<file path="config.mk">
export PLATFORM = sky130hd
export DESIGN_NAME = hsync_clamp_timer
export DESIGN_NICKNAME = d
export VERILOG_FILES = /design/src/rtl/hct_pkg.sv /design/src/rtl/hct_edge_detect.sv /design/src/rtl/hct_hsout_fsm.sv /design/src/rtl/hct_clamp_fsm.sv /design/src/rtl/hsync_clamp_timer.sv
export SDC_FILE = /design/constraint.sdc
export NUM_CORES = 1
export LEC_CHECK = 0
export BUFFER_PORTS_ARGS = -buffer_cell sky130_fd_sc_hd__buf_2
export CAP_MARGIN = 20
export CORE_ASPECT_RATIO = 1.5
export CORE_MARGIN = 2
export CORE_UTILIZATION = 50
export DETAILED_ROUTE_END_ITERATION = 7
export PLACE_DENSITY = 0.82
export SLEW_MARGIN = 15
export SYNTH_ARGS = -nofsm -noshare
export SYNTH_HDL_FRONTEND = slang
export SYNTH_SLANG_ARGS = --single-unit
</file>
<file path="constraint.sdc">
create_clock -name clk -period 2.3 [get_ports clk]
set_input_delay 0.46 -clock clk [delete_from_list [all_inputs] [get_ports clk]]
set_output_delay 0.46 -clock clk [all_outputs]
set_load 0.02 [all_outputs]
</file>
<file path="src/rtl/hct_pkg.sv">
package hct_pkg;

    localparam int CNT_W = 8;

    typedef enum logic [1:0] {
        CLP_IDLE   = 2'd0,
        CLP_DELAY  = 2'd1,
        CLP_WINDOW = 2'd2
    } clamp_state_t;

    typedef enum logic {
        HS_IDLE  = 1'b0,
        HS_PULSE = 1'b1
    } hsout_state_t;

endpackage

</file>
<file path="src/rtl/hct_edge_detect.sv">
module hct_edge_detect #(
    parameter int SYNC_STAGES = 2
) (
    input  logic clk,
    input  logic rst_n,
    input  logic hsync_in,
    input  logic cfg_rise_lead,
    output logic lead_o,
    output logic trail_o
);

    // synchronizer stages plus one history stage for edge compare
    localparam int CHAIN = SYNC_STAGES + 1;

    logic [CHAIN-1:0] sync_q;
    logic [CHAIN-1:0] vld_q;

    always_ff @(posedge clk or negedge rst_n) begin
        if (!rst_n) begin
            sync_q <= '0;
            vld_q  <= '0;
        end else begin
            sync_q <= {sync_q[CHAIN-2:0], hsync_in};
            vld_q  <= {vld_q[CHAIN-2:0], 1'b1};
        end
    end

    logic cur_lvl;
    logic old_lvl;
    logic changed;

    always_comb begin
        cur_lvl = sync_q[CHAIN-2];
        old_lvl = sync_q[CHAIN-1];
        changed = vld_q[CHAIN-1] && (cur_lvl != old_lvl);
        lead_o  = changed && (cur_lvl == cfg_rise_lead);
        trail_o = changed && (cur_lvl != cfg_rise_lead);
    end

endmodule

</file>
<file path="src/rtl/hct_hsout_fsm.sv">
module hct_hsout_fsm
    import hct_pkg::*;
#(
    parameter int W = CNT_W
) (
    input  logic         clk,
    input  logic         rst_n,
    input  logic         lead_i,
    input  logic [W-1:0] cfg_width,
    input  logic         cfg_pol,
    output logic         hsout_o
);

    hsout_state_t state_q, state_d;
    logic [W-1:0] cnt_q, cnt_d;

    // state register
    always_ff @(posedge clk or negedge rst_n) begin
        if (!rst_n) begin
            state_q <= HS_IDLE;
            cnt_q   <= '0;
        end else begin
            state_q <= state_d;
            cnt_q   <= cnt_d;
        end
    end

    // next state
    always_comb begin
        state_d = state_q;
        cnt_d   = cnt_q;
        if (lead_i) begin
            if (cfg_width != '0) begin
                state_d = HS_PULSE;
                cnt_d   = cfg_width - 1'b1;
            end else begin
                state_d = HS_IDLE;
                cnt_d   = '0;
            end
        end else begin
            unique case (state_q)
                HS_IDLE: begin
                    cnt_d = '0;
                end
                HS_PULSE: begin
                    if (cnt_q == '0) begin
                        state_d = HS_IDLE;
                    end else begin
                        cnt_d = cnt_q - 1'b1;
                    end
                end
                default: begin
                    state_d = HS_IDLE;
                    cnt_d   = '0;
                end
            endcase
        end
    end

    // outputs
    always_comb begin
        hsout_o = (state_q == HS_PULSE) ? cfg_pol : ~cfg_pol;
    end

endmodule

</file>
<file path="src/rtl/hct_clamp_fsm.sv">
module hct_clamp_fsm
    import hct_pkg::*;
#(
    parameter int W = CNT_W
) (
    input  logic         clk,
    input  logic         rst_n,
    input  logic         trail_i,
    input  logic [W-1:0] cfg_delay,
    input  logic [W-1:0] cfg_len,
    output logic         window_o
);

    clamp_state_t state_q, state_d;
    logic [W-1:0] cnt_q, cnt_d;

    // state register
    always_ff @(posedge clk or negedge rst_n) begin
        if (!rst_n) begin
            state_q <= CLP_IDLE;
            cnt_q   <= '0;
        end else begin
            state_q <= state_d;
            cnt_q   <= cnt_d;
        end
    end

    // next state; a trailing edge restarts from any state
    always_comb begin
        state_d = state_q;
        cnt_d   = cnt_q;
        if (trail_i) begin
            if (cfg_len == '0) begin
                state_d = CLP_IDLE;
                cnt_d   = '0;
            end else if (cfg_delay == '0) begin
                state_d = CLP_WINDOW;
                cnt_d   = cfg_len - 1'b1;
            end else begin
                state_d = CLP_DELAY;
                cnt_d   = cfg_delay - 1'b1;
            end
        end else begin
            unique case (state_q)
                CLP_IDLE: begin
                    cnt_d = '0;
                end
                CLP_DELAY: begin
                    if (cnt_q != '0) begin
                        cnt_d = cnt_q - 1'b1;
                    end else if (cfg_len == '0) begin
                        state_d = CLP_IDLE;
                    end else begin
                        state_d = CLP_WINDOW;
                        cnt_d   = cfg_len - 1'b1;
                    end
                end
                CLP_WINDOW: begin
                    if (cnt_q == '0) begin
                        state_d = CLP_IDLE;
                    end else begin
                        cnt_d = cnt_q - 1'b1;
                    end
                end
                default: begin
                    state_d = CLP_IDLE;
                    cnt_d   = '0;
                end
            endcase
        end
    end

    // outputs
    always_comb begin
        window_o = (state_q == CLP_WINDOW);
    end

endmodule

</file>
<file path="src/rtl/hsync_clamp_timer.sv">
module hsync_clamp_timer
    import hct_pkg::*;
#(
    parameter int SYNC_STAGES = 2,
    parameter int W           = CNT_W
) (
    input  logic         clk,
    input  logic         rst_n,
    input  logic         hsync_in,
    input  logic         clamp_ext_in,
    input  logic         cfg_hs_pol,
    input  logic         cfg_ext_clamp_en,
    input  logic         cfg_clamp_pol,
    input  logic [W-1:0] cfg_clamp_delay,
    input  logic [W-1:0] cfg_clamp_len,
    input  logic         cfg_hsout_pol,
    input  logic [W-1:0] cfg_hsout_width,
    output logic         clamp_active,
    output logic         hsout,
    output logic         line_start
);

    logic lead;
    logic trail;
    logic int_window;
    logic ext_act_q;
    logic line_q;

    hct_edge_detect #(.SYNC_STAGES(SYNC_STAGES)) u_edge (
        .clk           (clk),
        .rst_n         (rst_n),
        .hsync_in      (hsync_in),
        .cfg_rise_lead (cfg_hs_pol),
        .lead_o        (lead),
        .trail_o       (trail)
    );

    hct_hsout_fsm #(.W(W)) u_hsout (
        .clk       (clk),
        .rst_n     (rst_n),
        .lead_i    (lead),
        .cfg_width (cfg_hsout_width),
        .cfg_pol   (cfg_hsout_pol),
        .hsout_o   (hsout)
    );

    hct_clamp_fsm #(.W(W)) u_clamp (
        .clk       (clk),
        .rst_n     (rst_n),
        .trail_i   (trail),
        .cfg_delay (cfg_clamp_delay),
        .cfg_len   (cfg_clamp_len),
        .window_o  (int_window)
    );

    always_ff @(posedge clk or negedge rst_n) begin
        if (!rst_n) begin
            line_q    <= 1'b0;
            ext_act_q <= 1'b0;
        end else begin
            line_q    <= lead;
            ext_act_q <= (clamp_ext_in == cfg_clamp_pol);
        end
    end

    always_comb begin
        line_start   = line_q;
        clamp_active = cfg_ext_clamp_en ? ext_act_q : int_window;
    end

endmodule

</file>
Word level (Yosys, flattened, before mapping)
Cells that the tools add are included.
{ "totals": {"latchBits": 0, "reg_bits": 27, "rom_bits": 0, "ramBits": 0, "out_inout_bits": 3, "mem_count": 0} }
{ "classes": {"order_cmp": 0, "n_shift": 0, "reduce_logical": 12, "multipliers": 0, "eq_ne": 12, "div_mod_pow": 0, "n_addsub": 5, "mux": 24, "n_bitwise": 2} }
{ "op_table": {"columns": ["cell", "count"], "rows": [
  ["8-bit two-way mux", 9],
  ["8-bit by 1-bit subtractor with 8-bit output (second input constant)", 5],
  ["8-bit zero test", 4],
  ["8-bit case mux with 2 select lines", 2],
  ["8-bit nonzero test", 2],
  ["2-bit two-way mux", 6],
  ["3-bit inequality test (second input constant)", 3],
  ["1-bit two-way mux", 6],
  ["2-bit case mux with 3 select lines", 1],
  ["4-bit by 3-bit inequality test with 1-bit output (second input constant)", 1],
  ["1-bit logical AND", 3],
  ["3-bit by 2-bit inequality test with 1-bit output (second input constant)", 1],
  ["3-bit AND reduction", 1],
  ["1-bit == test", 2],
  ["2-bit by 1-bit == test with 1-bit output (second input constant)", 1],
  ["2-bit == test (second input constant)", 1],
  ["2-bit zero test", 1],
  ["1-bit inequality test", 2],
  ["2-bit inequality test (second input constant)", 1],
  ["1-bit inverter", 2],
  ["2-bit AND reduction", 1]
]} }

Logic depth before layout (Yosys ltp)
Gate-level depths: netlist of the first run.
{ "depth": {"word_depth": 5, "depth_mapped": 8, "depth_no_buf": 7} }

Modules after synthesis
Synthesis of the first run repeated with hierarchy kept, for this count alone.
{ "hier_totals": {"cells_unflattened": 216, "hier_area_um2": 1986.9} }
{ "modules_own_cells": {"columns": ["module", "instances", "seq_area_each_um2", "cells_each", "area_per_inst_um2"], "rows": [
  ["hct_clamp_fsm", 1, 250.2, 126, 1056.0],
  ["hct_hsout_fsm", 1, 225.2, 73, 666.9],
  ["hct_edge_detect", 1, 150.1, 13, 190.2],
  ["hsync_clamp_timer", 1, 50.0, 4, 73.8]
]} }

Worst setup path before layout of the first run
No wires, ideal clock.
{ "synth_path": {"path_type": "input-to-reg", "startpoint": "input cfg_clamp_len[0]", "endpoint": "register u_clamp.cnt_q[1]", "path_slack_ns": -0.246, "stages": 8, "arrival_time_ns": 2.417, "t_required_ns": 2.171, "cell_sequence": "inv_1 > ha_1 > or4b_1 > buf_2 > o31a_1 > or3_4 > o211a_1 > a2111o_1"} }
{ "synth_via": {"elab_chain_cells": 5, "word_cells_on_any_way": 10} }
{ "synth_rtl": {"columns": ["item", "line", "text"], "rows": [
  ["start, declared", "hsync_clamp_timer.sv:15", "input logic [W-1:0] cfg_clamp_len,"],
  ["8-bit by 1-bit subtractor with 8-bit output", "hct_clamp_fsm.sv:38, hct_clamp_fsm.sv:55", null],
  ["8-bit two-way mux", "hct_clamp_fsm.sv:51", "end else if (cfg_len == '0) begin"],
  ["8-bit two-way mux", "hct_clamp_fsm.sv:49", "if (cnt_q != '0) begin"],
  ["8-bit case mux with 2 select lines", "hct_clamp_fsm.sv:44", "unique case (state_q)"],
  ["8-bit two-way mux", "hct_clamp_fsm.sv:32", "if (trail_i) begin"],
  ["end signal, assigned", "hct_clamp_fsm.sv:24", "cnt_q <= cnt_d;"],
  ["end, declared", "hct_clamp_fsm.sv:15", "logic [W-1:0] cnt_q, cnt_d;"]
]} }
Parallel ways exist; a longest one is shown, timed or not. The select of a mux whose other input is x is not followed.
A chain may end at the register's enable or synchronous reset.

Worst setup path in the final report of the first run
{ "layout_path": {"startpoint": "register u_clamp.cnt_q[1]", "endpoint": "register u_clamp.cnt_q[1]"} }
{ "layout_via": {"elab_chain_cells": 4, "word_cells_on_any_way": 10} }
{ "layout_rtl": {"columns": ["item", "line"], "rows": [
  ["8-bit by 1-bit subtractor with 8-bit output / 8-bit nonzero test (equally long branches)", "hct_clamp_fsm.sv:50, hct_clamp_fsm.sv:62, hct_clamp_fsm.sv:49"],
  ["8-bit two-way mux, on equally long branches", "hct_clamp_fsm.sv:59, hct_clamp_fsm.sv:49"],
  ["8-bit case mux with 2 select lines", "hct_clamp_fsm.sv:44"],
  ["8-bit two-way mux", "hct_clamp_fsm.sv:32"]
]} }
Parallel ways exist; a longest one is shown, timed or not. The select of a mux whose other input is x is not followed.

==> qor.txt, run 1 <==
crit share post-route: 1.09
Fin. Hold Viols: 0
die area: 4510 um2
clk slew on worst S/H paths: 0.09 ns
Via density: 5.75
worst skew pair latency: 0.27 ns
Tot Pwr: 2.71 mW
WS Path Type: flip-flop to flip-flop
antenna violations before repair: 0
post-route DRC violation count: 0
wire per inst: 15.0 um
Rel. slew slack: 0.578
max-cap violation count: 0
Sw Share: 0.425
Total GRT Usage: 0.218
VDD IR max: 0.000859 V
gr ovfl total: 0
main flop type after synthesis: dfrtp_1
detailed placer's ending HPWL: 3940 um
Die Width: 55.5 um
combinational power share: 0.625
Post-Syn Instances: 228
antenna viol nets, final: 0
TritonCTS buffer count: 3
Worst Setup Start Kind: flip-flop
placed cell count: 332
post-route insts no fill: 341
Clock Skew: 0.00893 ns
pin count of the biggest net entering global routing: 28
CTS root buffer: clkbuf_8
number of global-route vias before repair: 1862
pwr dens: 1070 nW/um2
Worst Tran Pin Value: 0.633 ns
Clk pwr share: 0.099
nets@finish: 340
Peak Freq: 400 MHz
initial core utilization: 0.511
failing checks: negative setup slack
CTS tree: yes
DR iter-0 viols: 73
Net Count, Synth: 271
Reg power frac: 0.276
layout cells sized above 1: 0.274
final setup violation count: 7
antenna cells: 0
Finished Core Util: 0.652
routability congestion estimate: 0.898
P_leak: 1.23 nW
worst-path maximum fanout: 3
Area Overhead vs Synth: 27.4%
Pint: 1.56 mW
Post-Syn Area: 1990 um2
row cnt: 28
I/O Buffers: 34
Worst Setup End Kind: flip-flop
first-pass GRT wire length: 7740 um
max-slew violation count: 0
Max clock buf depth: 2
Filler cells: 344
Synth async-reset ratio: 1.00
Crit path required time: 2.46 ns
# hold bufs at CTS: 0
aggregate routed wire length: 5130 um
final setup margin: -0.199 ns
Ys Warns: 0
fin crit period: 2.50 ns
EDFF count, synth: 0
status: finished, violations left
RSZ-0062 raised after global routing: true
P_sw: 1.15 mW
core area: 3890 um2
H-tree levels: 1
Placed Area: 2410 um2
final instance area: 2530 um2
clk sinks: 27
critical path arrival: 2.66 ns
# IOs: 35
synth unique cells: 50
synthesized flop and latch total: 27
Seq/Total Area, Yosys: 0.340
Die Height: 81.2 um
worst hold path class: input port to asynchronous set/reset pin
drt pass-1 iters: 5
DR vias: 1960
mean post-synth cell area: 8.72 um2
final cells by class:
class                           instances  area [um2]  area share
Multi-Input combinational cell        180        1270       0.502
Sequential cell                        27         676       0.267
Timing Repair Buffer                   65         410       0.162
Inverter                               20        75.1      0.0296
Tap cell                               45        56.3      0.0222
Clock buffer                            4        45.0      0.0178
synthesized netlist by cell type (2+ instances only):
cell,instances,area (um2)
o31ai_1,2,15.0
nor2_1,27,101
xnor2_1,14,123
ha_1,11,138
or3_1,5,31.3
a22o_1,2,17.5
a2bb2oi_1,2,17.5
nor4_1,3,18.8
a31oi_1,2,12.5
nand3_1,4,20.0
a21o_1,2,15.0
dfrtp_1,27,676
and2_1,2,12.5
o21ai_0,8,40.0
nor4b_1,2,17.5
or4_1,4,30.0
o22a_1,4,35.0
mux2i_1,3,30.0
a22oi_1,4,30.0
nand2_1,16,60.1
nor3b_1,4,30.0
nor3_1,11,55.1
inv_1,20,75.1
nand3b_1,2,15.0
a21oi_1,10,50.1
xor2_1,13,114
what timing repair did:
action	4_1_cts	5_1_grt
cloned	0	0
setup buffers	3	2
pin swaps	3	5
gates resized for setup	4	5
endpoints found under the setup margin	8	8
path summary, 6_finish.rpt:
kind	from	to	slack, ns	depth (start not counted)
min reg2reg	u_edge.vld_q[0]$_DFF_PN0_	u_edge.vld_q[1]$_DFF_PN0_	0.36	0
min	rst_n	u_hsout.cnt_q[6]$_DFFE_PN0P_	0.20	1
max reg2reg	u_clamp.cnt_q[1]$_DFFE_PN0P_	u_clamp.cnt_q[1]$_DFFE_PN0P_	-0.20	7
max in group asynchronous	rst_n	u_clamp.cnt_q[7]$_DFFE_PN0P_	1.69	1
min in group clk	hsync_in	u_edge.sync_q[0]$_DFF_PN0_	0.28	1
max	u_clamp.cnt_q[1]$_DFFE_PN0P_	u_clamp.cnt_q[1]$_DFFE_PN0P_	-0.20	7
critical path: stages, from the launching register on:
cell and delay, ns:
dfrtp_1 0.41, inv_2 0.08, ha_4 0.14, or4b_4 0.47
or4_4 0.45, or3_4 0.35, o211a_1 0.12, a2111o_1 0.37
sequential cells by signal, indices dropped and copies added (netlist names):
| name | flops |
|---|---|
| ext_act_q | 1 |
| line_start | 1 |
| u_clamp.cnt_q | 8 |
| u_clamp.state_q | 2 |
| u_edge.sync_q | 3 |
| u_edge.vld_q | 3 |
| u_hsout.cnt_q | 8 |
| u_hsout.state_q | 1 |
stage by stage:
step | hold slack, ns | TNS [ns] | worst slack, ns
after floorplan | 0.164 | -0.256 | -0.196
after global placement | 0.333 | -0.447 | -0.204
after detailed placement | 0.336 | -0.662 | -0.235
after CTS | 0.199 | -0.206 | -0.152
after global routing | 0.227 | -0.884 | -0.226
final | 0.198 | -0.505 | -0.199
cell families (layout without fill, tap and decap cells):
group,after synthesis,count (layout),synth area share
other cells,1,1,0.00189
buf+inv,21,89,0.0403
compound gates,49,49,0.174
xor+xnor,27,27,0.119
mux,3,3,0.0151
simple gates,89,89,0.241
fa+ha+maj,11,11,0.0692
flops,27,27,0.340
power by group through the flow:
stage | clock network, mW | logic [mW] | registers [mW]
5_1_grt | 0.291 | 1.85 | 0.760
6_report | 0.269 | 1.69 | 0.747
3_3_place_gp | 0 | 1.49 | 0.737
2_1_floorplan | 0 | 1.03 | 0.735
3_5_place_dp | 0 | 1.53 | 0.747
4_1_cts | 0.268 | 1.60 | 0.739
cell usage in the layout, fill, tap and decap left out, drive strengths merged, types with 2 or more instances in the layout:
| cell type | instances |
|---|---|
| o21ai | 8 |
| nor4b | 2 |
| and2 | 2 |
| dfrtp | 27 |
| nand2 | 16 |
| ha | 11 |
| or4 | 5 |
| inv | 20 |
| o22a | 4 |
| nor2 | 27 |
| or3 | 6 |
| nor3 | 12 |
| nor3b | 4 |
| nand3b | 2 |
| a21oi | 10 |
| clkbuf | 4 |
| a22o | 2 |
| xnor2 | 14 |
| buf | 65 |
| mux2i | 3 |
| or4b | 2 |
| a22oi | 4 |
| nand3 | 4 |
| o31ai | 2 |
| a31oi | 2 |
| xor2 | 13 |
| a21o | 2 |
| a2bb2oi | 2 |
| nor4 | 3 |
routing by layer:
| layer | up-vias | routed length (um) | track usage | part of all wire |
|---|---|---|---|---|
| met5 | - | 0 | 0 | 0 |
| met4 | 0 | 199 | 0.122 | 0.039 |
| met3 | 20 | 154 | 0.0143 | 0.030 |
| met2 | 73 | 2790 | 0.435 | 0.54 |
| met1 | 917 | 1990 | 0.223 | 0.39 |
| li1 | 950 | - | - | - |
Power figures use the tool's default switching activity.
==> run 2: changes to the inputs <==
--- a/config.mk
+++ b/config.mk
@@ -12,6 +12,7 @@
 export CORE_UTILIZATION = 50
 export DETAILED_ROUTE_END_ITERATION = 7
 export PLACE_DENSITY = 0.82
+export REMOVE_ABC_BUFFERS = 1
 export SLEW_MARGIN = 15
 export SYNTH_ARGS = -nofsm -noshare
 export SYNTH_HDL_FRONTEND = slang
==> qor.txt, run 2 (same netlist as run 1, synthesis figures left out) <==
post-route DRC violation count: 0 (unchanged)
Area Overhead vs Synth: 25.9% (was 27.4%)
layout cells sized above 1: 0.266 (was 0.274)
worst skew pair latency: 0.27 ns (about the same)
die area: 4510 um2 (unchanged)
antenna violations before repair: 0 (unchanged)
P_leak: 1.21 nW (was 1.23 nW)
Worst Tran Pin Value: 0.617 ns (was 0.633 ns)
DR iter-0 viols: 47 (was 73)
Top Registers: u_clamp.cnt_q x8, u_hsout.cnt_q x8 (unchanged)
# hold bufs at CTS: 0 (unchanged)
row cnt: 28 (unchanged)
Clock Skew: 0.00522 ns (was 0.00893 ns)
critical path arrival: 2.64 ns (was 2.66 ns)
Total GRT Usage: 0.231 (was 0.218)
drt pass-1 iters: 4 (was 5)
final setup violation count: 2 (was 7)
pwr dens: 1060 nW/um2 (was 1070 nW/um2)
nets@finish: 337 (was 340)
pin count of the biggest net entering global routing: 28 (unchanged)
Worst Setup Start Kind: flip-flop (unchanged)
antenna cells: 0 (unchanged)
antenna viol nets, final: 0 (unchanged)
Finished Core Util: 0.644 (was 0.652)
status: finished, violations left (unchanged)
WS Path Type: flip-flop to flip-flop (unchanged)
failing checks: negative setup slack (unchanged)
Peak Freq: 402 MHz (was 400 MHz)
Die Height: 81.2 um (unchanged)
first-pass GRT wire length: 8110 um (was 7740 um)
wire per inst: 14.6 um (was 15.0 um)
CTS tree: yes (unchanged)
sequential cell area: 676 um2 (unchanged)
core area: 3890 um2 (unchanged)
DR vias: 1922 (was 1960)
commonest non-fill, non-tap cells in the layout: buf_2 (34), buf_4 (28), nor2_1 (27), dfrtp_1 (27), inv_1 (18) (was buf_2 (34), buf_4 (29), nor2_1 (27), dfrtp_1 (27), inv_1 (17))
pre-CTS setup slack: -0.304 ns (was -0.235 ns)
Fin. Hold Viols: 0 (unchanged)
initial core utilization: 0.511 (unchanged)
worst-path maximum fanout: 3 (unchanged)
worst path cell trace: inv_2 > ha_4 > or4b_4 > or4_4 > or3_4 > o211a_1 > a2111o_1 (unchanged)
number of global-route vias before repair: 1904 (was 1862)
Rel. slew slack: 0.589 (was 0.578)
final setup margin: -0.189 ns (was -0.199 ns)
fin crit period: 2.49 ns (was 2.50 ns)
# IOs: 35 (unchanged)
commonest non-fill, non-tap cell in the layout: buf_2 (unchanged)
routability congestion estimate: 0.966 (was 0.898)
VDD IR max: 0.000651 V (was 0.000859 V)
Multi-input gate area: 1270 um2 (about the same)
gr ovfl total: 0 (unchanged)
worst hold path class: input port to asynchronous set/reset pin (unchanged)
max-cap violation count: 0 (unchanged)
CTS root buffer: clkbuf_8 (unchanged)
TritonCTS buffer count: 3 (unchanged)
Max clock buf depth: 2 (unchanged)
Filler cells: 341 (was 344)
Die Width: 55.5 um (unchanged)
Crit path required time: 2.45 ns (was 2.46 ns)
I/O Buffers: 34 (unchanged)
clk sinks: 27 (unchanged)
clk slew on worst S/H paths: 0.09 ns (about the same)
Via density: 5.69 (was 5.75)
H-tree levels: 1 (unchanged)
Slowest cell on crit path: or4b_4 (unchanged)
Largest stage delay, worst path: 0.46 ns (was 0.47 ns)
max-slew violation count: 0 (unchanged)
crit share post-route: 1.08 (was 1.09)
detailed placer's ending HPWL: 3910 um (was 3940 um)
RSZ-0062 raised after global routing: true (unchanged)
Worst Setup End Kind: flip-flop (unchanged)
aggregate routed wire length: 4930 um (was 5130 um)
run 2: report_power, final:
| group | switching (mW) | internal [mW] | leakage, nW |
|---|---|---|---|
| Combinational | 0.850 | 0.795 | 0.843 |
| Clock | 0.144 | 0.124 | 0.0228 |
| Sequential | 0.125 | 0.620 | 0.348 |
| Total | 1.12 | 1.54 | 1.21 |
run 2: cell type report:
cell class                      count  area share
Clock buffer                        4      0.0180
Inverter                           20      0.0300
Multi-Input combinational cell    180       0.508
Sequential cell                    27       0.270
Tap cell                           45      0.0225
Timing Repair Buffer               62       0.152
run 2: repair_timing:
item / 4_1_cts / 5_1_grt
setup endpoints to repair: 7 / 7
pin swaps: 2 / 6
setup buffers: 1 / 1
cloned: 0 / 0
resized for setup: 5 / 5
hold endpoints to repair: 0 / 0
run 2: worst paths after layout:
| path | from | end | slack (ns) | cells past startpoint |
|---|---|---|---|---|
| worst max-delay path | u_clamp.cnt_q[0]$_DFFE_PN0P_ | u_clamp.cnt_q[1]$_DFFE_PN0P_ | -0.19 | 7 |
| worst min register to register | u_edge.vld_q[0]$_DFF_PN0_ | u_edge.vld_q[1]$_DFF_PN0_ | 0.35 | 0 |
| max in group asynchronous | rst_n | u_edge.sync_q[2]$_DFF_PN0_ | 1.71 | 1 |
| worst min-delay path | rst_n | u_clamp.cnt_q[2]$_DFFE_PN0P_ | 0.19 | 1 |
| min in group clk | hsync_in | u_edge.sync_q[0]$_DFF_PN0_ | 0.29 | 1 |
| worst max register to register | u_clamp.cnt_q[0]$_DFFE_PN0P_ | u_clamp.cnt_q[1]$_DFFE_PN0P_ | -0.19 | 7 |
run 2: stage by stage:
step           hold WS [ns]  total power [mW]  instance area (um2)  TNS [ns]  instances
6_report              0.190              2.66                 2500    -0.252        338
5_1_grt               0.233              2.87                 2500    -0.407        338
4_1_cts               0.210              2.60                 2470    -0.236        337
3_5_place_dp          0.338              2.27                 2400    -0.982        332
3_3_place_gp          0.333              2.23                 2400    -0.605        332
2_1_floorplan         0.164              1.76                 1980    -0.339        227
run 2: per-layer routing:
| layer | track usage | vias up | share of wire |
|---|---|---|---|
| met3 | 0.0287 | 18 | 0.038 |
| li1 | - | 939 | - |
| met2 | 0.456 | 65 | 0.56 |
| met5 | 0 | - | 0 |
| met1 | 0.228 | 900 | 0.36 |
| met4 | 0.139 | 0 | 0.042 |
run 2: worst max-delay path, delay by kind of cell, from the launching register on:
family                     cells  cell delay [ns]
adders and majority gates      1             0.13
buffers and inverters          1             0.08
AOI/OAI and AO/OA              2             0.52
and+or+nand+nor                3             1.26
DFF                            1             0.39
==> run 3: changes to the inputs <==
--- a/config.mk
+++ b/config.mk
@@ -5,15 +5,17 @@
 export SDC_FILE = /design/constraint.sdc
 export NUM_CORES = 1
 export LEC_CHECK = 0
+export ABC_CLOCK_PERIOD_IN_PS = 2300
 export BUFFER_PORTS_ARGS = -buffer_cell sky130_fd_sc_hd__buf_2
 export CAP_MARGIN = 20
 export CORE_ASPECT_RATIO = 1.5
 export CORE_MARGIN = 2
-export CORE_UTILIZATION = 50
+export CORE_UTILIZATION = 51
 export DETAILED_ROUTE_END_ITERATION = 7
-export PLACE_DENSITY = 0.82
+export PLACE_DENSITY = 0.84
 export REMOVE_ABC_BUFFERS = 1
 export SLEW_MARGIN = 15
 export SYNTH_ARGS = -nofsm -noshare
 export SYNTH_HDL_FRONTEND = slang
+export SYNTH_HIERARCHICAL = 1
 export SYNTH_SLANG_ARGS = --single-unit
==> qor.txt, run 3 <==
worst r2r path cells: 8 (was 7)
area share of the largest cell type after synthesis: 0.340 (about the same)
Post-CTS Setup Bufs: 0 (was 1)
aggregate routed wire length: 4900 um (was 4930 um)
CP delay by family, top: compound AO/OA/AOI/OAI gates (was simple AND/OR/NAND/NOR gates)
fin crit period: 2.13 ns (was 2.49 ns)
post-route setup TNS: 0 ns (was -0.252 ns)
mean post-synth cell area: 9.20 um2 (was 8.72 um2)
wire per inst: 15.7 um (was 14.6 um)
crit share post-route: 0.928 (was 1.08)
pwr dens: 1050 nW/um2 (was 1060 nW/um2)
max-cap violation count: 0 (unchanged)
die area: 4420 um2 (was 4510 um2)
Peak Freq: 469 MHz (was 402 MHz)
CTS root buffer: clkbuf_8 (unchanged)
critical path arrival: 2.28 ns (was 2.64 ns)
Post-Syn Area: 1990 um2 (about the same)
Seq/Total Area, Yosys: 0.340 (about the same)
Reg-to-Reg Start: u_clamp/cnt_q[0]$_DFFE_PN0P_ (was u_clamp.cnt_q[0]$_DFFE_PN0P_)
Clock Skew: 0.00422 ns (was 0.00522 ns)
I/O Buffers: 34 (unchanged)
Fin. Hold Viols: 0 (unchanged)
DR iter-0 viols: 34 (was 47)
Die Height: 80.4 um (was 81.2 um)
WP buf/inv: 2 (was 1)
cell with the most instances after synthesis: dfrtp_1
Crit path required time: 2.45 ns (about the same)
main flop type after synthesis: dfrtp_1 (unchanged)
met2 Usage GRT: 0.501 (was 0.456)
H-tree levels: 1 (unchanged)
final setup violation count: 0 (was 2)
M1 GR Usage: 0.236 (was 0.228)
Total GRT Usage: 0.246 (was 0.231)
Rel. slew slack: 0.595 (was 0.589)
post-route DRC violation count: 0 (unchanged)
worst hold path class: input port to asynchronous set/reset pin (unchanged)
final setup margin: 0.166 ns (was -0.189 ns)
EDFF count, synth: 0 (unchanged)
Filler cells: 332 (was 341)
Synth area leader: dfrtp_1 (unchanged)
Slowest cell on crit path: or3b_2 (was or4b_4)
Max clock buf depth: 2 (unchanged)
Via density: 5.94 (was 5.69)
row cnt: 27 (was 28)
worst reg2reg path endpoint: u_clamp/cnt_q[6]$_DFFE_PN0P_ (was u_clamp.cnt_q[1]$_DFFE_PN0P_)
Synth async-reset ratio: 1.00 (unchanged)
Top Registers: u_clamp/cnt_q x8, u_hsout/cnt_q x8 (was u_clamp.cnt_q x8, u_hsout.cnt_q x8)
Multi-input gate area: 1230 um2 (was 1270 um2)
Post-CTS Resized: 0 (was 5)
Ys Warns: 6 (was 0)
worst skew pair latency: 0.27 ns (about the same)
CTS tree: yes (unchanged)
Area Overhead vs Synth: 19.4% (was 25.9%)
TritonCTS buffer count: 3 (unchanged)
# IOs: 35 (unchanged)
FF-to-FF setup slack: 0.17 ns (was -0.19 ns)
commonest non-fill, non-tap cell in the layout: buf_2 (unchanged)
P_leak: 1.07 nW (was 1.21 nW)
RSZ-0062 raised after global routing: false (was true)
worst-path maximum fanout: 3 (unchanged)
gr ovfl total: 0 (unchanged)
Tot Pwr: 2.48 mW (was 2.66 mW)
# hold bufs at CTS: 0 (unchanged)
clk slew on worst S/H paths: 0.09 ns (about the same)
antenna violations before repair: 0 (unchanged)
sequential cell area: 676 um2 (unchanged)
synth cell count leaders: dfrtp_1 (27), inv_1 (19), xnor2_1 (17) (was dfrtp_1 (27), nor2_1 (27), inv_1 (20))
drt pass-1 iters: 4 (unchanged)
first-pass GRT wire length: 7980 um (was 8110 um)
Worst Tran Pin Value: 0.607 ns (was 0.617 ns)
antenna cells: 0 (unchanged)
Post-Syn Instances: 216 (was 228)
WS Path Type: input port to flip-flop (was flip-flop to flip-flop)
number of global-route vias before repair: 1869 (was 1904)
routability congestion estimate: 0.874 (was 0.966)
max-slew violation count: 0 (unchanged)
antenna viol nets, final: 0 (unchanged)
global routing's busiest layer: met2 (unchanged)
nets@finish: 311 (was 337)
pre-CTS setup slack: -0.0872 ns (was -0.304 ns)
synth unique cells: 48 (was 50)
pin count of the biggest net entering global routing: 28 (unchanged)
core area: 3720 um2 (was 3890 um2)
detailed placer's ending HPWL: 4110 um (was 3910 um)
initial core utilization: 0.535 (was 0.511)
VDD IR max: 0.000680 V (was 0.000651 V)
Worst Setup End Kind: flip-flop (unchanged)
layout cells sized above 1: 0.257 (was 0.266)
status: completed (was finished, violations left)
worst path cell trace: buf_2 > inv_1 > ha_1 > or3b_2 > o31ai_1 > nand3_1 > a31oi_1 > o32ai_1 (was inv_2 > ha_4 > or4b_4 > or4_4 > or3_4 > o211a_1 > a2111o_1)
Die Width: 55.0 um (was 55.5 um)
GR Util met3: 0.00929 (was 0.0287)
DR vias: 1846 (was 1922)
Largest stage delay, worst path: 0.49 ns (was 0.46 ns)
synthesized flop and latch total: 27 (unchanged)
Worst Setup Start Kind: input port (was flip-flop)
top cells by area, synth: dfrtp_1 (34%), xnor2_1 (7.5%), ha_1 (6.3%) (was dfrtp_1 (34%), ha_1 (6.9%), xnor2_1 (6.2%))
clk sinks: 27 (unchanged)
commonest non-fill, non-tap cells in the layout: buf_2 (34), dfrtp_1 (27), inv_1 (19), xnor2_1 (17), buf_4 (16) (was buf_2 (34), buf_4 (28), nor2_1 (27), dfrtp_1 (27), inv_1 (18))
-- run 3: area by class of cell --
class                           instances  share of cell area
Sequential cell                        27               0.285
Clock buffer                            3              0.0174
Multi-Input combinational cell        168               0.520
Clock inverter                          1             0.00316
Tap cell                               43              0.0227
Timing Repair Buffer                   50               0.122
Inverter                               19              0.0301
-- run 3: logic make-up after synthesis --
logic type               count (synthesis)  share of synthesized area
adder cells (fa/ha/maj)                 10                     0.0630
buffers and inverters                   21                     0.0453
flip-flops                              27                      0.340
other                                    1                    0.00189
multiplexers                             4                     0.0227
AND/OR/NAND/NOR                         73                      0.220
XOR/XNOR                                25                      0.110
AO/OA/AOI/OAI                           55                      0.196
-- run 3: where the power goes --
part / internal, mW / total [mW] / switching (mW)
combinational: 0.694 / 1.49 / 0.796
clock: 0.123 / 0.268 / 0.145
sequential: 0.603 / 0.724 / 0.121
total: 1.42 / 2.48 / 1.06
-- run 3: metal layers --
| metal | part of all wire | wire, um | vias up |
|---|---|---|---|
| met5 | 0 | 0 | - |
| met4 | 0.030 | 145 | 0 |
| met3 | 0.029 | 140 | 14 |
| met2 | 0.59 | 2900 | 57 |
| met1 | 0.35 | 1710 | 879 |
| li1 | - | - | 896 |
-- run 3: how the worst max path moves through the flow --
| stage | start | slack [ns] | cells past startpoint | endpoint |
|---|---|---|---|---|
| floorplan | u_clamp/cnt_q[5]$_DFFE_PN0P_ | 0.25 | 5 | u_clamp/cnt_q[0]$_DFFE_PN0P_ |
| global placement | cfg_clamp_len[0] | -0.05 | 8 | u_clamp/cnt_q[6]$_DFFE_PN0P_ |
| detailed placement | cfg_clamp_len[0] | -0.09 | 8 | u_clamp/cnt_q[6]$_DFFE_PN0P_ |
| CTS | u_clamp/cnt_q[5]$_DFFE_PN0P_ | 0.05 | 6 | u_clamp/cnt_q[6]$_DFFE_PN0P_ |
| global route | u_clamp/cnt_q[0]$_DFFE_PN0P_ | 0.06 | 8 | u_clamp/cnt_q[6]$_DFFE_PN0P_ |
| finish | cfg_clamp_len[0] | 0.17 | 8 | u_clamp/cnt_q[6]$_DFFE_PN0P_ |
-- run 3: metrics by stage --
stage	hold WS, ns	instances	util	cell area, um2
2_1_floorplan	0.164	214	-	1970
3_3_place_gp	0.331	307	0.622	2310
3_5_place_dp	0.339	307	0.622	2310
4_1_cts	0.201	311	0.635	2360
5_1_grt	0.235	311	0.638	2370
6_report	0.189	311	0.638	2370
-- run 3: worst reg2reg max path, stage by stage, from the launching register on --
cell and delay [ns]:
dfrtp_1 0.38, inv_1 0.10, ha_1 0.19, or2b_2 0.31, or3_4 0.41, buf_4 0.17, a2111oi_2 0.21, a31oi_1 0.11
o32ai_1 0.15
